File: src/rtl/buck_seq_pkg.sv
`timescale 1ns/1ps
package buck_seq_pkg;
  typedef enum logic [1:0] {
    ST_OFF    = 2'd0,
    ST_SOFT   = 2'd1,
    ST_RUN    = 2'd2,
    ST_HICCUP = 2'd3
  } seqState_t;

  typedef struct packed {
    logic loadSoft;
    logic loadHiccup;
    logic clearIlim;
  } dpCmd_t;
endpackage

File: src/rtl/buck_seq_ctrl.sv
`timescale 1ns/1ps
module buck_seq_ctrl
  import buck_seq_pkg::*;
(
  input  logic      clk,
  input  logic      rstN,
  input  logic      enabled,
  input  logic      faultAny,
  input  logic      timerDone,
  input  logic      ilimTrip,
  output dpCmd_t    cmd,
  output seqState_t stateQ
);
  seqState_t stateD;
  logic active;

  assign active = (stateQ == ST_SOFT) || (stateQ == ST_RUN);

  always_comb begin
    stateD = stateQ;
    cmd = '0;
    cmd.clearIlim = !active;
    unique case (stateQ)
      ST_OFF: begin
        if (enabled && !faultAny) begin
          stateD = ST_SOFT;
          cmd.loadSoft = 1'b1;
        end
      end
      ST_SOFT, ST_RUN: begin
        if (!enabled || faultAny) begin
          stateD = ST_OFF;
        end else if (ilimTrip) begin
          stateD = ST_HICCUP;
          cmd.loadHiccup = 1'b1;
        end else if (stateQ == ST_SOFT && timerDone) begin
          stateD = ST_RUN;
        end
      end
      ST_HICCUP: begin
        if (timerDone) stateD = ST_OFF;
      end
      default: stateD = ST_OFF;
    endcase
  end

  always_ff @(posedge clk) begin
    if (!rstN) stateQ <= ST_OFF;
    else       stateQ <= stateD;
  end

  logic inRun;
  assign inRun = (stateQ == ST_RUN);

  AST_HICCUP_EXIT: assert property (@(posedge clk) disable iff (!rstN)
    (stateQ == ST_HICCUP && timerDone) |=> (stateQ == ST_OFF));
  AST_RUN_AFTER_SOFT: assert property (@(posedge clk) disable iff (!rstN)
    $rose(inRun) |-> ($past(stateQ) == ST_SOFT));
  AST_DISABLE_STOPS: assert property (@(posedge clk) disable iff (!rstN)
    (!enabled && active) |=> (stateQ == ST_OFF));
  AST_FAULT_NO_START: assert property (@(posedge clk) disable iff (!rstN)
    (faultAny && stateQ == ST_OFF) |=> (stateQ != ST_SOFT));
endmodule

File: src/rtl/buck_seq_datapath.sv
`timescale 1ns/1ps
module buck_seq_datapath
  import buck_seq_pkg::*;
#(
  parameter int SOFT_TICKS   = 15000,
  parameter int HICCUP_TICKS = 340000,
  parameter int ILIM_RUN     = 16
) (
  input  logic   clk,
  input  logic   rstN,
  input  dpCmd_t cmd,
  input  logic   ilimStrobe,
  input  logic   ilimHit,
  output logic   timerDone,
  output logic   ilimTrip
);
  localparam int MaxTicks = (SOFT_TICKS > HICCUP_TICKS) ? SOFT_TICKS : HICCUP_TICKS;
  localparam int TimerW   = $clog2(MaxTicks + 1);
  localparam int IlimW    = (ILIM_RUN > 2) ? $clog2(ILIM_RUN) : 1;
  localparam logic [TimerW-1:0] SoftLoad   = TimerW'(SOFT_TICKS - 1);
  localparam logic [TimerW-1:0] HiccupLoad = TimerW'(HICCUP_TICKS - 1);
  localparam logic [IlimW-1:0]  IlimLast   = IlimW'(ILIM_RUN - 1);

  logic [TimerW-1:0] timerQ;
  logic [IlimW-1:0]  ilimCnt;

  always_ff @(posedge clk) begin
    if (!rstN)                timerQ <= '0;
    else if (cmd.loadSoft)    timerQ <= SoftLoad;
    else if (cmd.loadHiccup)  timerQ <= HiccupLoad;
    else if (timerQ != '0)    timerQ <= timerQ - 1'b1;
  end

  assign timerDone = (timerQ == '0);

  always_ff @(posedge clk) begin
    if (!rstN || cmd.clearIlim) ilimCnt <= '0;
    else if (ilimStrobe) begin
      if (!ilimHit)                ilimCnt <= '0;
      else if (ilimCnt != IlimLast) ilimCnt <= ilimCnt + 1'b1;
    end
  end

  assign ilimTrip = ilimStrobe && ilimHit && (ilimCnt == IlimLast);

  AST_ILIM_BOUND: assert property (@(posedge clk) disable iff (!rstN)
    (ilimCnt <= IlimLast));
  AST_MISS_RESETS: assert property (@(posedge clk) disable iff (!rstN)
    (ilimStrobe && !ilimHit) |=> (ilimCnt == '0));
  AST_HICCUP_LOAD: assert property (@(posedge clk) disable iff (!rstN)
    cmd.loadHiccup |=> !timerDone || (HICCUP_TICKS == 1));
endmodule

File: src/rtl/buck_seq_top.sv
`timescale 1ns/1ps
module buck_seq_top
  import buck_seq_pkg::*;
#(
  parameter int SOFT_TICKS   = 15000,
  parameter int HICCUP_TICKS = 340000,
  parameter int ILIM_RUN     = 16
) (
  input  logic       clk,
  input  logic       rstN,
  input  logic       enPin,
  input  logic       vselPin,
  input  logic       modePin,
  input  logic       swEn0,
  input  logic       swEn1,
  input  logic       modeBit0,
  input  logic       modeBit1,
  input  logic       dischargeCfg,
  input  logic       uvloFlag,
  input  logic       ovpFlag,
  input  logic       otFlag,
  input  logic       ilimStrobe,
  input  logic       ilimHit,
  output logic       swActive,
  output logic       syncRectEn,
  output logic       pwmForced,
  output logic       dischargeEn,
  output logic       pgood,
  output logic [7:0] statusWord
);
  logic      enabled;
  logic      faultAny;
  logic      timerDone;
  logic      ilimTrip;
  logic      softActive;
  dpCmd_t    cmd;
  seqState_t stateQ;

  assign enabled  = enPin && (vselPin ? swEn1 : swEn0);
  assign faultAny = uvloFlag || ovpFlag || otFlag;

  buck_seq_ctrl u_ctrl (
    .clk(clk), .rstN(rstN), .enabled(enabled), .faultAny(faultAny),
    .timerDone(timerDone), .ilimTrip(ilimTrip), .cmd(cmd), .stateQ(stateQ)
  );

  buck_seq_datapath #(
    .SOFT_TICKS(SOFT_TICKS), .HICCUP_TICKS(HICCUP_TICKS), .ILIM_RUN(ILIM_RUN)
  ) u_dp (
    .clk(clk), .rstN(rstN), .cmd(cmd), .ilimStrobe(ilimStrobe),
    .ilimHit(ilimHit), .timerDone(timerDone), .ilimTrip(ilimTrip)
  );

  assign softActive  = (stateQ == ST_SOFT);
  assign pgood       = (stateQ == ST_RUN);
  assign swActive    = softActive || pgood;
  assign syncRectEn  = pgood;
  assign pwmForced   = modePin || (vselPin ? modeBit1 : modeBit0);
  assign dischargeEn = dischargeCfg && !enabled;
  assign statusWord  = {pgood, uvloFlag, ovpFlag, softActive, softActive,
                        1'b0, otFlag, swActive};

  AST_PGOOD_DROPS: assert property (@(posedge clk) disable iff (!rstN)
    !enabled |=> !pgood);
  AST_FAULT_SILENCES: assert property (@(posedge clk) disable iff (!rstN)
    faultAny |=> !swActive);
  AST_NO_DISCHARGE_RUN: assert property (@(posedge clk) disable iff (!rstN)
    (dischargeEn && swActive) |=> !swActive);
endmodule

File: config.mk
export PLATFORM = sky130hd
export DESIGN_NAME = buck_seq_top
export DESIGN_NICKNAME = d
export VERILOG_FILES = /design/src/rtl/buck_seq_pkg.sv /design/src/rtl/buck_seq_ctrl.sv /design/src/rtl/buck_seq_datapath.sv /design/src/rtl/buck_seq_top.sv
export SDC_FILE = /design/constraint.sdc
export NUM_CORES = 1
export LEC_CHECK = 0
export CAP_MARGIN = 5
export CORE_AREA = 2 2 65 67
export CTS_CLUSTER_DIAMETER = 50
export DETAILED_ROUTE_END_ITERATION = 12
export DIE_AREA = 0 0 67 69
export SETUP_SLACK_MARGIN = 0.05
export SYNTH_ARGS = -nofsm -noshare
export SYNTH_HDL_FRONTEND = slang
export SYNTH_SLANG_ARGS = --single-unit
File: constraint.sdc
create_clock -name clk -period 2.7 [get_ports clk]
set_clock_uncertainty 0.2 [all_clocks]
set_input_delay 0.54 -clock clk [delete_from_list [all_inputs] [get_ports clk]]
set_output_delay 0.54 -clock clk [all_outputs]
set_load 0.01 [all_outputs]
Word-level counts from Yosys, hierarchy flattened
Cells that the tools add are included.
- add/sub/neg operators: 2
- equal/unequal tests: 9
- muxes and demuxes: 18
- bitwise operators: 1
- reductions and logical operators: 26
- operators by type and width (operator ; number):
    $mux 19 ; 2
    $logic_not 19->1 ; 1
    $reduce_bool 19->1 ; 1
    $sub 19x1->19 const B ; 1
    $mux 14 ; 1
    $mux 2 ; 5
    $mux 4 ; 2
    $mux 1 ; 7
    $logic_and 1x1->1 ; 6
    $logic_or 1x1->1 ; 6
    $ne 2x1->1 const B ; 3
    $pmux 2 s3 ; 1
    $add 4x1->4 const B ; 1
    $eq 2x2->1 const B ; 2
    $eq 4x4->1 const B ; 1
    $logic_not 1->1 ; 4
    $ne 4x2->1 const B ; 1
    $ne 4x4->1 const B ; 1
    $reduce_or 2->1 ; 2
    $reduce_and 3->1 ; 1
    $reduce_bool 3->1 ; 1
    $reduce_or 3->1 ; 1
    $eq 2x1->1 const B ; 1
    $logic_not 2->1 ; 1
    other kinds (3) ; 3
- flip-flop bits (word level): 25
- bits of input ports: 15
- output and inout bits: 13
- logic and storage cells: 61

Logic depth before layout (Yosys ltp)
- depth in word-level cells: 8
- depth in mapped cells: 8

Cells and area by module
Synthesis repeated with hierarchy kept, for this count alone.
- cells, all modules: 188
- area, all modules: 1607.8 sq um
- by module, submodules not included (module ; instances ; cells each ; area each (sq um)):
    buck_seq_datapath ; 1 ; 141 ; 1246.2
    buck_seq_ctrl ; 1 ; 25 ; 206.4
    buck_seq_top ; 1 ; 22 ; 155.1

Worst setup path before layout
No wires, ideal clock.
- kind: reg-to-reg
- start: register u_dp.timerQ[0]
- end: register u_ctrl.stateQ[0]
- arrival: 2087 ps
- data required time: 2381 ps
- slack: 295 ps
- cell stages (with the launch flop): 9
- cell sequence: dfxtp_1 > inv_1 > ha_1 > or4b_2 > nor4_4 > buf_6 > nand2_4 > a22o_1 > o221a_2
- cells in the longest elaborated chain, start to end: 4
- ends and longest elaborated chain (what ; RTL line ; source):
    from (decl) ; buck_seq_datapath.sv:24 ; logic [TimerW-1:0] timerQ;
    from (signal assigned) ; buck_seq_datapath.sv:29 ; else if (cmd.loadSoft) timerQ <= SoftLoad;
    from (signal assigned) ; buck_seq_datapath.sv:30 ; else if (cmd.loadHiccup) timerQ <= HiccupLoad;
    from (signal assigned) ; buck_seq_datapath.sv:31 ; else if (timerQ != '0) timerQ <= timerQ - 1'b1;
    $logic_not 19->1 (*) ; buck_seq_datapath.sv:34 ; assign timerDone = (timerQ == '0);
    $logic_and 1x1->1 ; buck_seq_ctrl.sv:36 ; end else if (stateQ == ST_SOFT && timerDone) begin
    $ne 4x2->1 (no source line) ; n/a ;
    $reduce_and 3->1 (no source line) (*) ; n/a ;
    to (signal assigned) ; buck_seq_ctrl.sv:49 ; else stateQ <= stateD;
    to (decl) ; buck_seq_ctrl.sv:12 ; output seqState_t stateQ
Every way passes the cells marked *; elsewhere a longest branch is shown, timed or not.
A chain may end at the register's enable or synchronous reset.

Final worst setup path
- start: input port vselPin
- end: output port dischargeEn
- cells in the longest elaborated chain, start to end: 4
- ends and longest elaborated chain (what ; RTL line ; source):
    from (decl) ; buck_seq_top.sv:12 ; input logic vselPin,
    $mux 1 ; buck_seq_top.sv:39 ; assign enabled = enPin && (vselPin ? swEn1 : swEn0);
    $logic_and 1x1->1 ; buck_seq_top.sv:39 ;
    $logic_not 1->1 ; buck_seq_top.sv:59 ; assign dischargeEn = dischargeCfg && !enabled;
    $logic_and 1x1->1 ; buck_seq_top.sv:59 ;
    to (decl) ; buck_seq_top.sv:27 ; output logic dischargeEn,
No other way between the ends.

==> results.sh <==
export IMPL_drv_cap=0
export IMPL_crit_path_end_kind="output port"
export IMPL_wl_um=3560
export IMPL_fin_crit_sh=0.941
export IMPL_crit_path_max_fanout=2
export IMPL_dieArea_um2=4620
export IMPL_post_drt_wl_per_cell_um=14.1
export IMPL_clkTransAtPathRegs_ns=0.09
export IMPL_crit_family="buffers and inverters"
export IMPL_p_switching_mw=0.839
export IMPL_die_width_um=67
export IMPL_power_mw=1.99
export IMPL_setup_slack_ns=0.159
export IMPL_pin_count=28
export IMPL_pre_cts_ws_ns=-0.135
export IMPL_synth_cells=175
export IMPL_diodes=0
export IMPL_seq_power_share=0.315
export IMPL_ant_nets=0
export IMPL_final_setup_tns_ns=0
export IMPL_syn_cell_area_um2=1510
export IMPL_timing_reg2reg_setup_slack_ns=0.23
export IMPL_r2r_start="u_dp.timerQ[0]$_SDFFE_PN0P_"
export IMPL_hp_class="register to register"
export IMPL_place_inst=247
export IMPL_utilization=0.481
export IMPL_netSwitchingFraction=0.422
export IMPL_p_comb_frac=0.567
export IMPL_crit_required_ns=1.96
export IMPL_hold_viol=0
export IMPL_p_int_mw=1.15
export IMPL_grt_pass1_vias=1318
export IMPL_instances_no_fill=253
export IMPL_placed_cell_area_um2=1800
export IMPL_fmax_mhz=394
export IMPL_r2r_cells=8
export IMPL_first_pass_iters=4
export IMPL_p_per_area_nw_per_um2=1060
export IMPL_port_buffers=26
export IMPL_cp_depth=4
export IMPL_clock_path_buffers=2
export IMPL_path_buf_inv=2
export IMPL_std_cell_rows=23
export IMPL_fin_area_um2=1880
export IMPL_clkSinkCount=25
export IMPL_yosysWarnings=0
export IMPL_grt_max_degree=16
export IMPL_drc=0
export IMPL_ys_async_sr_fraction=0
export IMPL_grt_ovfl_total=0
export IMPL_reg2reg_to="u_ctrl.stateQ[0]$_SDFFE_PN0P_"
export IMPL_setup_violations_final=0
export IMPL_rsz0062_at_grt="true"
export IMPL_p_leak_nw=0.693
export IMPL_fin_nets=227
export IMPL_grt_pass1_wl_um=5940
export IMPL_clkPwrFrac=0.118
export IMPL_cpMaxStageDelayCell="clkdlybuf4s50_1"
export IMPL_slew_headroom=0.665
export IMPL_routabilityCongestion=0.863
export IMPL_cts_root_buf="clkbuf_8"
export IMPL_startpoint_type="primary input"
export IMPL_status="finished clean"
export IMPL_core_area_um2=3910
export IMPL_critical_path_class="primary input to output port"
export IMPL_grt_use_total=0.159
export IMPL_syn2layout_area_growth_pct=25.1
export IMPL_path_cells="clkdlybuf4s50_1 > mux2_2 > a21boi_0 > dlygate4sd2_1"
export IMPL_crit_path_end="dischargeEn"
export IMPL_synth_edf_count=0
export IMPL_clk_latency_ns=0.28
export IMPL_synth_seq_cells=25
export IMPL_min_period_ns=2.54
export IMPL_hold_slack_ns=0.286
export IMPL_ys_types=45
export IMPL_cts_buffers=3
export IMPL_start_util=0.385
export IMPL_ys_seq_area_frac=0.332
export IMPL_first_iter_violations=83
export IMPL_startpoint="vselPin"
export IMPL_synth_nets=198
export IMPL_vias=1391
export IMPL_synth_top_flop_cell="dfxtp_1"
export IMPL_die_h_um=69
export IMPL_antenna_found_initial=0
export IMPL_critPathArrivalTime_ns=1.80
export IMPL_routed_via_density=5.50
export IMPL_slew_viol_final=0
export IMPL_tightest_slew_ns=0.489
export IMPL_peakVddDrop_v=0.000557
export IMPL_cts_tree="built"
export IMPL_avgSynthCellArea_um2=8.61
export IMPL_layout_drive_gt1_share=0.133
export IMPL_htreeDepth=1
export IMPL_hpwl_um=2670
export IMPL_slowest_delay_ns=0.48
layer usage:
layer	routed length, um	share of wire	vias to the layer above	GRT usage
li1	-	-	689	-
met1	1620	0.46	667	0.209
met2	1780	0.50	29	0.261
met3	104	0.029	6	0.0245
met4	49	0.014	0	0.0499
met5	0	0	-	0
state kept, by name (all words and copies together) (netlist names):
register / count
u_dp.timerQ: 19
u_dp.ilimCnt: 4
u_ctrl.stateQ: 2
Yosys cell counts (all sizes together) (2+ instances only):
cell | count | area (um^2)
a2111oi | 2 | 17.5
a211oi | 2 | 15.0
a21oi | 15 | 75.1
buf | 11 | 83.8
dfxtp | 25 | 500
ha | 8 | 100
inv | 5 | 18.8
mux2 | 2 | 22.5
nand2 | 13 | 56.3
nand3 | 5 | 25.0
nand4 | 3 | 18.8
nor2 | 15 | 56.3
nor2b | 2 | 12.5
nor3 | 6 | 30.0
nor3b | 2 | 15.0
nor4 | 6 | 67.6
o21ai | 8 | 40.0
or3 | 4 | 25.0
or4 | 7 | 52.6
xnor2 | 12 | 105
xor2 | 3 | 26.3
tightest hold or removal path, cell delays in order, from the launching register on:
cell and delay [ns]:
dfxtp_1 0.34, nand2_1 0.06, a21oi_1 0.05
cells by family after synthesis:
| kind of cell | synth area share |
|---|---|
| AND/OR/NAND/NOR | 0.263 |
| multiplexers | 0.0149 |
| buffers and inverters | 0.0731 |
| flip-flops | 0.332 |
| AO/OA/AOI/OAI | 0.160 |
| XOR/XNOR | 0.0872 |
| other | 0.00249 |
| adder cells (fa/ha/maj) | 0.0664 |
what timing repair did:
action	CTS	global route
resized for setup	1	9
endpoints found under the setup margin	1	4
buffers inserted	0	2
pin swaps	0	3
hold buffers	0	0
cell usage in the layout, fill, tap and decap left out, types with 2 or more instances in the layout:
cell type        count
buf_4               10
clkdlybuf4s50_1     24
o21ai_0              7
xnor2_1             12
or3_1                4
mux2_2               2
a211oi_1             2
nor4_1               4
nor2b_1              2
xor2_1               3
ha_1                 7
a2111oi_0            2
nor4_4               2
nor3b_1              2
inv_1                4
nand2_1             12
nand4_1              3
nor3_1               6
clkbuf_8             3
nor2_1              15
nand3_1              5
dfxtp_1             23
a21oi_1             15
or4_1                6
power groups by stage:
stage	registers, mW	logic, mW	clock network (mW)
after CTS	0.614	1.07	0.239
after detailed placement	0.624	1.06	0
after floorplan	0.592	0.853	0
after global routing	0.650	1.27	0.260
after global placement	0.614	1.05	0
final	0.627	1.13	0.234
layout make-up:
type                       instances  area, um^2
timing repair buffer              36         337
sequential                        25         505
tap                               50        62.6
clock inverter                     1        7.51
multi-input combinational        132         906
fill                             395        2030
inverter                           6        25.0
clock buffer                       3        41.3
worst min path at each step:
stage,startpoint,end,slack (ns),cells after the start
finish,u_dp.ilimCnt[1]$_SDFFE_PP0P_,u_dp.ilimCnt[1]$_SDFFE_PP0P_,0.29,2
global route,u_dp.ilimCnt[1]$_SDFFE_PP0P_,u_dp.ilimCnt[1]$_SDFFE_PP0P_,0.32,2
CTS,u_dp.ilimCnt[1]$_SDFFE_PP0P_,u_dp.ilimCnt[1]$_SDFFE_PP0P_,0.29,2
detailed placement,u_dp.ilimCnt[1]$_SDFFE_PP0P_,u_dp.ilimCnt[1]$_SDFFE_PP0P_,0.28,2
global placement,u_dp.ilimCnt[1]$_SDFFE_PP0P_,u_dp.ilimCnt[1]$_SDFFE_PP0P_,0.26,2
floorplan,u_dp.ilimCnt[1]$_SDFFE_PP0P_,u_dp.ilimCnt[1]$_SDFFE_PP0P_,0.25,2
Note: power is estimated with default switching activity, not from simulation.
